### config.mk
export PLATFORM = sky130hd
export DESIGN_NAME = stepatt_ctrl
export DESIGN_NICKNAME = d
export VERILOG_FILES = /design/src/rtl/stepatt_pkg.sv /design/src/rtl/stepatt_sync.sv /design/src/rtl/stepatt_edge.sv /design/src/rtl/stepatt_shreg.sv /design/src/rtl/stepatt_ctrl.sv
export SDC_FILE = /design/constraint.sdc
export NUM_CORES = 1
export LEC_CHECK = 0
export BUFFER_PORTS_ARGS = -buffer_cell sky130_fd_sc_hd__buf_2
export CORE_UTILIZATION = 40
export CTS_CLUSTER_DIAMETER = 100
export DETAILED_ROUTE_END_ITERATION = 12
export GPL_ROUTABILITY_DRIVEN = 0
export PLACE_DENSITY_LB_ADDON = 0.15
export SETUP_SLACK_MARGIN = 0.15
export SLEW_MARGIN = 10
export SYNTH_ARGS = -nofsm -noshare
export SYNTH_HDL_FRONTEND = slang
export SYNTH_SLANG_ARGS = --single-unit
export TNS_END_PERCENT = 30
### constraint.sdc
create_clock -name clk -period 1.65 [get_ports clk]
set_input_delay 0.33 -clock clk [delete_from_list [all_inputs] [get_ports clk]]
set_output_delay 0.33 -clock clk [all_outputs]
set_load 0.005 [all_outputs]
### src/rtl/stepatt_pkg.sv
package stepatt_pkg;
  localparam int ATT_W = 6;
  typedef logic [ATT_W-1:0] att_t;

  // Preset words used at power-up in latched parallel mode.
  // sel[1] adds the 16 dB bit, sel[0] adds the 8 dB bit, and both together give 31 dB.
  function automatic att_t preset_word(input logic [1:0] sel);
    case (sel)
      2'b01:   return att_t'(6'b010000);
      2'b10:   return att_t'(6'b100000);
      2'b11:   return att_t'(6'b111110);
      default: return '0;
    endcase
  endfunction

  function automatic att_t powerup_word(input logic ser, input logic le,
                                        input att_t par, input logic [1:0] sel);
    if (ser || le) return par;
    return preset_word(sel);
  endfunction
endpackage

### src/rtl/stepatt_sync.sv
module stepatt_sync #(
  parameter int W     = 1,
  parameter int DEPTH = 2
) (
  input  logic         clk,
  input  logic [W-1:0] d_i,
  output logic [W-1:0] q_o
);
  logic [W-1:0] stg [DEPTH];

  // No reset: the chain keeps tracking the pins while reset is held.
  always_ff @(posedge clk) stg[0] <= d_i;

  for (genvar i = 1; i < DEPTH; i++) begin : g_stage
    always_ff @(posedge clk) stg[i] <= stg[i-1];
  end

  assign q_o = stg[DEPTH-1];
endmodule

### src/rtl/stepatt_edge.sv
module stepatt_edge (
  input  logic clk,
  input  logic lvl_i,
  output logic rise_o
);
  logic prev_q;

  always_ff @(posedge clk) prev_q <= lvl_i;

  assign rise_o = lvl_i & ~prev_q;
endmodule

### src/rtl/stepatt_shreg.sv
module stepatt_shreg
  import stepatt_pkg::*;
(
  input  logic clk,
  input  logic rst_n,
  input  att_t load_i,
  input  logic shift_i,
  input  logic bit_i,
  output att_t q_o,
  output att_t nxt_o
);
  att_t q;

  // The newest bit enters at the LSB, so the first bit in reaches the MSB after six shifts.
  assign nxt_o = shift_i ? {q[ATT_W-2:0], bit_i} : q;

  always_ff @(posedge clk) begin
    if (!rst_n) q <= load_i;
    else        q <= nxt_o;
  end

  assign q_o = q;
endmodule

### src/rtl/stepatt_ctrl.sv
module stepatt_ctrl
  import stepatt_pkg::*;
#(
  parameter int SYNC_DEPTH = 2
) (
  input  logic             clk,
  input  logic             rst_n,
  input  logic             mode_ser_i,
  input  logic [ATT_W-1:0] par_word_i,
  input  logic             ser_dat_i,
  input  logic             ser_clk_i,
  input  logic             lat_en_i,
  input  logic [1:0]       preset_sel_i,
  output logic [ATT_W-1:0] att_word_o
);
  localparam int SYNC_W = 4 + ATT_W + 2;

  logic [SYNC_W-1:0] pins_raw, pins_s;
  logic       mode_s, le_s, sck_s, dat_s;
  att_t       par_s;
  logic [1:0] sel_s;
  logic       ser_rise;
  att_t       pu_word, sr_q, sr_nxt, att_q;

  assign pins_raw = {mode_ser_i, lat_en_i, ser_clk_i, ser_dat_i, par_word_i, preset_sel_i};

  stepatt_sync #(.W(SYNC_W), .DEPTH(SYNC_DEPTH)) u_sync (
    .clk (clk),
    .d_i (pins_raw),
    .q_o (pins_s)
  );

  assign {mode_s, le_s, sck_s, dat_s, par_s, sel_s} = pins_s;

  stepatt_edge u_sck_edge (
    .clk    (clk),
    .lvl_i  (sck_s),
    .rise_o (ser_rise)
  );

  assign pu_word = powerup_word(mode_s, le_s, par_s, sel_s);

  stepatt_shreg u_shreg (
    .clk     (clk),
    .rst_n   (rst_n),
    .load_i  (pu_word),
    .shift_i (ser_rise),
    .bit_i   (dat_s),
    .q_o     (sr_q),
    .nxt_o   (sr_nxt)
  );

  // The latch is open while latch-enable is high: in serial mode it passes the
  // shift register's next value, in parallel mode it passes the pins.
  always_ff @(posedge clk) begin
    if (!rst_n)    att_q <= pu_word;
    else if (le_s) att_q <= mode_s ? sr_nxt : par_s;
  end

  assign att_word_o = att_q;
endmodule

# After elaboration in Yosys (flattened, before gate mapping)
# Memory sizes are Yosys's and may differ from the RTL's.
# Index checks and enable logic that the tools add are counted.
totals:
  n_memories: 1
  input_bits: 14
  rom_bits: 0
  word_cells: 20
  latch_bits: 0
  register_bits: 13
  out_inout_bits: 6
  ramBits: 24
mem_list:
  columns: ["memory", "depth", "word_bits", "read_ports", "rd_clocked_by_memory_dff", "write_ports", "line_no", "source"]
  rows:
  - ["u_sync.stg", 2, 12, 2, 0, 2, "stepatt_sync.sv:9", "logic [W-1:0] stg [DEPTH];"]
op_classes:
  reduce_logical: 1
  n_lt_le_gt_ge: 0
  addsub: 0
  multipliers: 0
  muxes: 9
  eq_ne: 4
  div_mod_pow: 0
  bitwise_logic: 2
  shifts: 0
ops:
  columns: ["operator", "count"]
  rows:
  - ["2-to-1 mux 6 bit", 7]
  - ["one-hot mux 6 bit (3 select lines)", 1]
  - ["== test 2 bit, second input constant", 2]
  - ["== test 2 x 1 -> 1 bit, second input constant", 1]
  - ["inequality test 2 x 1 -> 1 bit, second input constant", 1]
  - ["bitwise AND 1 bit", 1]
  - ["logical OR 1 bit", 1]
  - ["2-to-1 mux 1 bit", 1]
  - ["inverter 1 bit", 1]

# Longest topological paths before layout
# Gate-level depths: netlist of the first run.
depth:
  word_depth: 6
  ltp_mapped: 4
  mapped_depth_nobuf: 3

# By module
# A second synthesis of the first run with hierarchy kept.
hier_totals:
  cells_unflattened: 100
  hier_area_um2: 1353.8
modules_own_cells:
  columns: ["module", "cells_each", "seq_area_each_um2", "n_inst", "area_per_inst_um2"]
  rows:
  - ["stepatt_sync", 36, 480.5, 1, 570.5]
  - ["stepatt_ctrl", 42, 180.2, 1, 432.9]
  - ["stepatt_shreg", 20, 120.1, 1, 316.6]
  - ["stepatt_edge", 2, 20.0, 1, 33.8]

# Worst setup path before layout of the first run
# OpenSTA, ideal clock, no wires.
synth_timing:
  kind: "register -> register"
  startpoint: "mem u_sync.stg[0][22] (netlist bit)"
  endpoint: "reg att_q[1], in the netlist att_word_o[1] (data pin)"
  setup_slack_ns: 0.403
  path_stages_with_launch: 5
  setup_ns: 0.278
  path_buffers: 1
  t_arrival_ns: 0.969
  period_less_slack_ns: 1.247
  required_time_ns: 1.372
  path_cell_list: "dfxtp_1 or2_1 buf_6 a211oi_2 a311oi_1"
synth_rtl:
  columns: ["item", "line_no", "source"]
  rows:
  - ["start, declared", "stepatt_sync.sv:9", null]
  - ["end signal, assigned", "stepatt_ctrl.sv:56", "if (!rst_n) att_q <= pu_word;"]
  - ["end signal, assigned", "stepatt_ctrl.sv:57", "else if (le_s) att_q <= mode_s ? sr_nxt : par_s;"]
  - ["end, declared", "stepatt_ctrl.sv:23", "att_t pu_word, sr_q, sr_nxt, att_q;"]

==> out/metrics.csv, run 1 <==
stage;metric;value;unit
sta;fin_setup_tns;0;ps
drt;wl_met3;136;um
logic_synthesis;synthArstFlopShare;0;%
drt;routed-wl-met2;868;um
cells_and_area;diodes;0;
logic_synthesis;synthesis.nets;103;
floorplan;die_h;56.66;um
clocking;clk_latency;340;ps
global_route;grt_max_degree;16;
cells_and_area;fin_util;49.44;%
logic_synthesis;syn_avg_cell_area;13.43;um^2
clocking;path_clk_slew;110;ps
pwr;comb_power_share;8.6;%
drt;drtIter0Drc;28;
setup_path;crit_required;1800;ps
clocking;htree_levels;2;
sta;hold_viol;0;
setup_path;cp.arrival;1540;ps
global_route;antenna_found_initial;0;
min_path;hold_start;ser_clk_i;
sta;skew;7.643;ps
sta;post-route-period-util;84.47;%
logic_synthesis;synth_edf_count;6;
pwr;seqPwrFrac;63.4;%
floorplan;core-area;0.002781;mm^2
setup_path;critPathMaxFanout;4;
cells_and_area;final_common_cell;dfxtp_1;
logic_synthesis;synth_seq_cells;37;
pwr;p_per_area;1169;mW/mm^2
drt;detail-route-antenna-nets;0;
floorplan;initial_utilization;42.96;%
logic_synthesis;ys_warn_count;0;
sta;hold_ws;78.02;ps
run;maxCapViolations;0;
sta;rsz0062_at_grt;no;
global_route;grt_remaining_overflow;0;
setup_path;r2r-start;u_sync.stg[0][21];
sta;drv_slew;0;
place;dp.cells;137;
cells_and_area;layout_common_cells;dfxtp_1 (31), buf_2 (19), mux2i_1 (10), edfxtp_1 (6), clkbuf_4 (5);
place;dpl_cell_area;0.001319;mm^2
drt;dr_total_vias;757;
setup_path;cp-start-kind;register;
global_route;track_usage;13.43;%
logic_synthesis;synth-main-ff-cell;dfxtp_1;
drt;post-route-drc-count;0;
pwr;p_int;1.222;mW
logic_synthesis;synth.cell_area;0.001195;mm^2
sta;setup_viol;0;
logic_synthesis;syn_inst;89;
drt;routed.top_layer;met4;
floorplan;ios;20;
setup_path;crit_start;u_sync.stg[0][21];
floorplan;design.die.area;0.003210;mm^2
drt;dr.pass1.iters;4;
clocking;cts.path.max_buffers;2;
cells_and_area;drive_above_1_share;30.70;%
sta;worst_pin_slew;296.8;ps
setup_path;end_kind;register;
cells_and_area;nNetsFinal;127;
floorplan;die_w;56.66;um
clocking;cts.sinks;37;
place;post-dp-hpwl;1.326;mm
pwr;switching_power;0.3848;mW
min_path;hp-class;in2reg;
drt;met1_length;792;um
drt;wl;1.829;mm
sta;slew_headroom;80.05;%
floorplan;core.rowCount;19;
clocking;clockRootBuffer;clkbuf_4;
pwr;vdd_drop_max;0.7030;mV
cells_and_area;final_cells;145;
clocking;ctsHoldBuffers;0;
pwr;p_leak;0.5814;nW
pwr;p_sw_share;23.94;%
status;outcome;finished, final reports clean;
sta;fin_crit;1394;ps
setup_path;path_class;reg2reg;
place;port_buffers;19;
logic_synthesis;synth.yosys.seq_area_share;67.02;%
clocking;cts_made_buffers;5;
global_route;grt_pass1_wl;3.029;mm
global_route;grt_pass1_vias;685;
drt;routedWlPerCell;12.61;um
logic_synthesis;synth_cell_types;27;
pwr;pwr-share-clk;28.0;%
cells_and_area;syn_to_final_growth;15.08;%
cells_and_area;fin_area;0.001375;mm^2
drt;via_per_inst;5.221;
clocking;cts_tree;yes;
sta;max_freq;717.5;MHz
-- sequential cells by signal (all words and copies together), names as in the netlist --
signal,cells
u_sck_edge.prev_q,1
u_sync.stg,24
att_word_o,6
u_shreg.q_o,6
-- layer usage --
metal / up-vias / global-route usage (%)
li1: 378 / -
met1: 350 / 14.81
met2: 25 / 20.34
met3: 4 / 7.604
met4: 0 / 7.317
met5: - / 0
-- metrics by stage --
step	setup WS, ps	power, mW
5_1_grt	153.7	1.711
2_1_floorplan	403.0	1.124
3_5_place_dp	201.5	1.179
4_1_cts	169.5	1.628
6_report	256.2	1.607
3_3_place_gp	240.8	1.176
-- power groups by stage --
stage	Combinational [mW]	Clock, mW	Sequential, mW
after global routing	0.154	0.531	1.03
after floorplan	0.0889	0	1.04
after global placement	0.137	0	1.04
after CTS	0.139	0.469	1.02
final	0.139	0.449	1.02
after detailed placement	0.139	0	1.04
-- cell families (layout without fill, tap and decap cells) --
family / count (synthesis) / after routing / synth area share, %
multiplexers: 10 / 10 / 8.377
AND/OR/NAND/NOR: 15 / 15 / 9.216
AO/OA/AOI/OAI: 21 / 21 / 12.36
flip-flops: 37 / 37 / 67.02
buffers and inverters: 6 / 31 / 3.036
-- cell type report --
type                    instances  area, um^2
fillers                       249        1406
repair buffers                 22       117.6
well taps                      31       38.79
clock buffers                   5       37.54
inverters                       1       3.754
multi-input cells              46       360.3
flip-flops and latches         37       800.8
clock inverters                 3       16.27
-- final timing paths --
path              cells after the start  slack [ps]           endpoint
hold / removal                        1          80   u_sync.stg[0][9]
setup / recovery                      3         260      att_word_o[2]
hold reg to reg                       0         330  u_sync.stg[0][17]
setup reg to reg                      3         260      att_word_o[2]
-- worst max-delay path, cell delays in order (launching register included) --
cell and delay, ps:
dfxtp_1 370, or2b_2 370, mux2i_1 150, a311oi_1 310
-- cells in the mapped netlist, types with 2 or more instances --
cell type / number / area (um^2)
a21oi_1: 4 / 20.02
a211oi_1: 3 / 22.52
o31ai_1: 3 / 22.52
or3b_1: 3 / 26.28
edfxtp_1: 6 / 180.2
a311oi_1: 4 / 35.03
dfxtp_1: 31 / 620.6
nand2b_1: 2 / 12.51
o21ai_0: 4 / 20.02
mux2i_1: 10 / 100.1
nor2_1: 2 / 7.510
buf_2: 2 / 10.01
-- what timing repair did --
item	in CTS	in global routing
hold endpoints to repair	0	0
setup buffers	0	0
gates resized for setup	0	1
endpoints found under the setup margin	0	2
Power figures use the tool's default switching activity.
==> inputs of run 2 (changes only) <==
clock period = 1.3 ns   (was 1.65 ns; I/O delays follow)
==> out/metrics.csv, run 2 (synthesis results as in run 1) <==
stage;metric;value;unit;change
clocking;htree_levels;2;;unchanged
drt;post-route-drc-count;0;;unchanged
drt;detail-route-antenna-nets;0;;unchanged
setup_path;end_kind;register;;
floorplan;core.rowCount;19;;unchanged
floorplan;die_w;56.66;um;unchanged
setup_path;timing.reg2reg.worst_path_depth;3;;unchanged
global_route;track_usage;13.55;%;+0.11 points
clocking;clockRootBuffer;clkbuf_4;;
drt;via_per_inst;5.149;;-1.4%
place;post-dp-hpwl;1.349;mm;+1.8%
setup_path;cp_cell_sequence;or2b_4 -> mux2i_2 -> a311oi_2;;
floorplan;design.die.area;0.003210;mm^2;unchanged
floorplan;initial_utilization;42.96;%;unchanged
cells_and_area;diodes;0;;unchanged
sta;rsz0062_at_grt;yes;;
setup_path;crit_required;1370;ps;-430 ps
setup_path;path_depth;3;;unchanged
global_route;grt_remaining_overflow;0;;unchanged
pwr;p_per_area;1399;mW/mm^2;+20%
sta;skew;10.20;ps;+2.558 ps
setup_path;path_class;reg2reg;;
clocking;cts.path.max_buffers;2;;unchanged
drt;routedWlPerCell;12.31;um;-2.4%
pwr;vdd_drop_max;1.105;mV;+57%
clocking;cts.sinks;37;;unchanged
clocking;path_clk_slew;100;ps;about the same
setup_path;r2r-start;u_sync.stg[0][21];;
drt;dr.pass1.iters;4;;unchanged
drt;drtIter0Drc;16;;-43%
setup_path;regToRegEndpoint;att_word_o[2];;
sta;drv_slew;0;;unchanged
floorplan;die_h;56.66;um;unchanged
sta;setup_viol;0;;unchanged
cells_and_area;nNetsFinal;136;;+7.1%
clocking;cts_tree;yes;;
cells_and_area;syn_to_final_growth;26.70;%;
global_route;grt.met1_usage;14.12;%;-0.70 points
global_route;grt_max_degree;12;;-4
pwr;p_total;2.118;mW;+32%
min_path;hold_start;ser_clk_i;;
floorplan;core-area;0.002781;mm^2;unchanged
setup_path;crit_path_max_incr_delay;340;ps;-30 ps
place;port_buffers;19;;unchanged
setup_path;cp_slowest_cell;dfxtp_2;;
run;maxCapViolations;0;;unchanged
setup_path;timing.critical_path.buf_inv;0;;unchanged
cells_and_area;largest_reg_flops;24;;unchanged
setup_path;cp.arrival;1320;ps;-220 ps
cells_and_area;regMostFlops;u_sync.stg;;
pwr;p_leak;0.6276;nW;+7.9%
setup_path;crit_family;flip-flops;;
setup_path;critPathMaxFanout;3;;-1
sta;hold_viol;0;;unchanged
cells_and_area;drive_above_1_share;42.28;%;+12 points
global_route;grt.busiest_layer;met2;;
global_route;grtUsageMet2;22.52;%;+2.2 points
global_route;antenna_found_initial;0;;unchanged
min_path;hp-class;in2reg;;
global_route;use_met3;4.839;%;-2.8 points
sta;fin_setup_tns;0;ps;unchanged
sta;fin_crit;1251;ps;-143.0 ps
sta;max_freq;799.5;MHz;+11%
setup_path;r2r_slack;50;ps;-210 ps
global_route;grt_pass1_vias;744;;+8.6%
cells_and_area;layout_common_cells;dfxtp_1 (29), buf_2 (19), buf_4 (11), mux2i_1 (7), edfxtp_1 (6);;
cells_and_area;final_common_cell;dfxtp_1;;
sta;slew_headroom;81.04;%;+1.0 points
clocking;cts_made_buffers;5;;unchanged
drt;wl;1.896;mm;+3.7%
sta;post-route-period-util;96.21;%;+12 points
drt;dr_total_vias;793;;+4.8%
min_path;hold_end;u_sync.stg[0][9];;
clocking;clk_latency;330;ps;about the same
floorplan;ios;20;;unchanged
min_path;min_path_cells;1;;unchanged
setup_path;cp-start-kind;register;;
status;outcome;finished, final reports clean;;
sta;worst_pin_slew;284.4;ps;-12.42 ps
global_route;grt_pass1_wl;3.139;mm;+3.6%
[run 2: cell types whose count changed in the layout (fill, tap and decap cells not counted), sizes merged]
cell    delta
clkinv     -2
inv        -1
buf        +9
clkbuf     +3
[run 2: layout make-up]
class | count | area (um^2)
Tap cell | 31 | 38.79
Fill cell | 243 | 1267
Multi-Input combinational cell | 46 | 411.6
Inverter | 1 | 3.754
Timing Repair Buffer | 31 | 197.7
Sequential cell | 37 | 803.3
Clock buffer | 8 | 58.81
[run 2: worst max-delay path by stage]
stage                 startpoint            end  slack, ps
2_1_floorplan  u_sync.stg[0][22]  att_word_o[5]        100
3_3_place_gp   u_sync.stg[0][21]  att_word_o[2]         30
3_5_place_dp   u_sync.stg[0][21]  att_word_o[2]        -30
4_1_cts        u_sync.stg[0][23]  att_word_o[1]         60
5_1_grt        u_sync.stg[0][21]  att_word_o[0]         20
6_report       u_sync.stg[0][21]  att_word_o[2]         50
[run 2: power by group]
| part | total [mW] | switching (mW) | internal (mW) |
|---|---|---|---|
| clock | 0.590 | 0.323 | 0.267 |
| sequential | 1.30 | 0.0429 | 1.26 |
| combinational | 0.229 | 0.102 | 0.127 |
[run 2: per-layer routing]
| metal | vias to the layer above | part of all wire, % |
|---|---|---|
| li1 | 396 | - |
| met1 | 362 | 43 |
| met2 | 28 | 50 |
| met3 | 7 | 5.0 |
| met4 | 0 | 2.6 |
| met5 | - | 0 |
[run 2: timing repair]
action	in CTS	in global routing
pin swaps	4	2
hold buffers	0	0
hold endpoints to repair	0	0
endpoints found under the setup margin	11	14
setup buffers	3	1
gates resized for setup	7	5
[run 2: stage by stage]
stage	utilization [%]	hold slack, ps	cell area (um^2)	cells	setup slack [ps]
after floorplan	-	287.7	1205	89	100.2
after global placement	49.35	311.2	1373	142	31.65
after detailed placement	49.35	313.2	1373	142	-29.62
after CTS	53.22	6.385	1480	153	64.68
after global routing	54.43	3.817	1514	154	17.80
final	54.43	26.09	1514	154	49.24
==> inputs of run 3 (changes only) <==
CORE_MARGIN = 8   (was unset)
GPL_ROUTABILITY_DRIVEN = unset   (was 0)
RECOVER_POWER = 50   (was unset)
==> out/metrics.csv, run 3 (synthesis results as in run 1) <==
stage;metric;value;unit;change
sta;hold_viol;0;;unchanged
cells_and_area;diodes;0;;unchanged
setup_path;cp_cell_sequence;or2b_4 -> mux2i_4 -> a311oi_2;;
place;dpl_cell_area;0.001363;mm^2;-0.73%
cells_and_area;regMostFlops;u_sync.stg;;
setup_path;crit_start;u_sync.stg[0][21];;
pwr;vdd_drop_max;0.7561;mV;-32%
sta;fin_crit;1268;ps;+17.14 ps
drt;dr.pass1.iters;3;;-1
sta;setup_viol;0;;unchanged
cells_and_area;fin_util;56.27;%;+1.8 points
drt;routed.top_layer;met4;;
sta;skew;11.63;ps;+1.433 ps
setup_path;path_class;reg2reg;;
min_path;min_path_cells;1;;unchanged
drt;dr_total_vias;790;;-0.38%
pwr;p_leak;0.6829;nW;+8.8%
pwr;p_int;1.731;mW;+4.9%
place;gp_congestion;0.7920;;
clocking;cts.path.max_buffers;2;;unchanged
min_path;hold_start;par_word_i[2];;
floorplan;core.rowCount;20;;+1
setup_path;r2r_slack;30;ps;-20 ps
sta;max_freq;788.7;MHz;-1.4%
status;outcome;finished, final reports clean;;
pwr;p_sw_share;22.95;%;+0.87 points
sta;post-route-period-util;97.53;%;+1.3 points
setup_path;crit_required;1460;ps;+90 ps
sta;rsz0062_at_grt;yes;;
clocking;cts.sinks;37;;unchanged
pwr;switching_power;0.5158;mW;+10%
cells_and_area;multi_input_area;456.7;um^2;+11%
global_route;grt_max_degree;15;;+3
sta;slew_headroom;78.20;%;-2.8 points
drt;post-route-drc-count;0;;unchanged
clocking;cts_made_buffers;5;;unchanged
pwr;seqPwrFrac;58.1;%;-3.2 points
global_route;grt_pass1_vias;811;;+9.0%
drt;met1_length;892;um;+10%
clocking;htree_levels;2;;unchanged
drt;routedWlPerCell;12.58;um;+2.1%
setup_path;cp_slowest_cell;dfxtp_2;;
setup_path;end_kind;register;;
cells_and_area;fill_cells;245;;+0.82%
cells_and_area;layout_common_cells;dfxtp_1 (28), buf_2 (19), dlygate4sd3_1 (10), buf_4 (9), edfxtp_1 (6);;
place;post-dp-hpwl;1.412;mm;+4.6%
pwr;pwr-share-clk;29.9;%;+2.0 points
pwr;p_total;2.247;mW;+6.1%
setup_path;cp-start-kind;register;;
setup_path;crit_path_max_incr_delay;370;ps;+30 ps
floorplan;die_h;70.66;um;+25%
run;maxCapViolations;0;;unchanged
cells_and_area;nNetsFinal;145;;+6.6%
min_path;hold_end;u_sync.stg[0][4];;
cells_and_area;register_area;804.5;um^2;+0.16%
global_route;grt_remaining_overflow;0;;unchanged
global_route;track_usage;9.147;%;-4.4 points
global_route;grt_pass1_wl;3.505;mm;+12%
sta;fin_setup_tns;0;ps;unchanged
drt;wl_met3;141;um;+48%
setup_path;critPathMaxFanout;4;;+1
cells_and_area;fin_area;0.001662;mm^2;+9.8%
cells_and_area;syn_to_final_growth;39.06;%;
drt;via_per_inst;4.788;;-7.0%
floorplan;ios;20;;unchanged
drt;drtIter0Drc;32;;+16
min_path;hp-class;in2reg;;
clocking;clk_latency;340;ps;about the same
place;port_buffers;19;;unchanged
sta;worst_pin_slew;327.0;ps;+42.61 ps
setup_path;r2r-start;u_sync.stg[0][21];;
floorplan;design.die.area;0.004992;mm^2;+56%
cells_and_area;final_common_cell;dfxtp_1;;
setup_path;timing.reg2reg.worst_path_depth;3;;unchanged
drt;routed-wl-met2;968;um;+3.0%
drt;detail-route-antenna-nets;0;;unchanged
pwr;p_per_area;1352;mW/mm^2;-3.3%
drt;wl;2.075;mm;+9.4%
clocking;clockRootBuffer;clkbuf_4;;
sta;drv_slew;0;;unchanged
setup_path;regToRegEndpoint;att_word_o[2];;
global_route;antenna_found_initial;0;;unchanged
floorplan;die_w;70.66;um;+25%
floorplan;core-area;0.002953;mm^2;+6.2%
cells_and_area;largest_reg_flops;24;;unchanged
cells_and_area;drive_above_1_share;43.94;%;+1.7 points
floorplan;initial_utilization;40.47;%;-2.5 points
pwr;comb_power_share;11.9;%;+1.1 points
clocking;cts_tree;yes;;
clocking;path_clk_slew;110;ps;about the same
setup_path;cp.arrival;1430;ps;+110 ps
## run 3: changes by cell type in the layout (fill, tap and decap cells not counted), sizes merged
cell	delta
clkinv	+1
clkbuf	-1
buf	-1
dlygate4sd3	+10
## run 3: layer usage
layer | track usage, % | up-vias
met5 | 0 | -
met4 | 8.314 | 0
met3 | 4.661 | 7
met2 | 13.51 | 19
met1 | 9.265 | 350
li1 | - | 414
## run 3: what timing repair did
action,4_1_cts,5_1_grt
hold endpoints to repair,5,5
endpoints found under the setup margin,10,15
pin swaps,4,2
resized for setup,6,15
buffers inserted,3,0
hold buffers,5,5
## run 3: power by group through the flow
stage / clock, mW / combinational (mW) / sequential [mW]
after floorplan: 0 / 0.116 / 1.32
after global placement: 0 / 0.190 / 1.32
after detailed placement: 0 / 0.190 / 1.32
after CTS: 0.703 / 0.220 / 1.29
after global routing: 0.747 / 0.296 / 1.32
final: 0.673 / 0.268 / 1.31
## run 3: per-stage QoR
stage | cells | setup WS (ps) | hold WS (ps)
after floorplan | 89 | 100.2 | 287.7
after global placement | 144 | 4.704 | 311.0
after detailed placement | 144 | -3.813 | 312.1
after CTS | 160 | 53.54 | 3.278
after global routing | 165 | -13.51 | -5.833
final | 165 | 32.09 | 21.95
## run 3: critical path: cells and delay by family (launching register included)
family | cells | cell delay [ps]
DFF | 1 | 370
and+or+nand+nor | 1 | 290
AOI/OAI and AO/OA | 1 | 230
muxes | 1 | 190
## run 3: layout make-up
cell class              instances  area share (%)
multi-input cells              46           27.48
clock buffers                   7           3.916
inverters                       1          0.2259
repair buffers                 40           17.17
clock inverters                 1          0.3012
flip-flops and latches         37           48.42
well taps                      33           2.485
## run 3: worst max-delay path by stage
stage | to | slack (ps) | cells after the start
3_3_place_gp | att_word_o[2] | 5 | 4
5_1_grt | att_word_o[2] | -10 | 3
6_report | att_word_o[2] | 30 | 3
4_1_cts | att_word_o[2] | 50 | 3
3_5_place_dp | att_word_o[2] | -4 | 4
2_1_floorplan | att_word_o[5] | 100 | 4
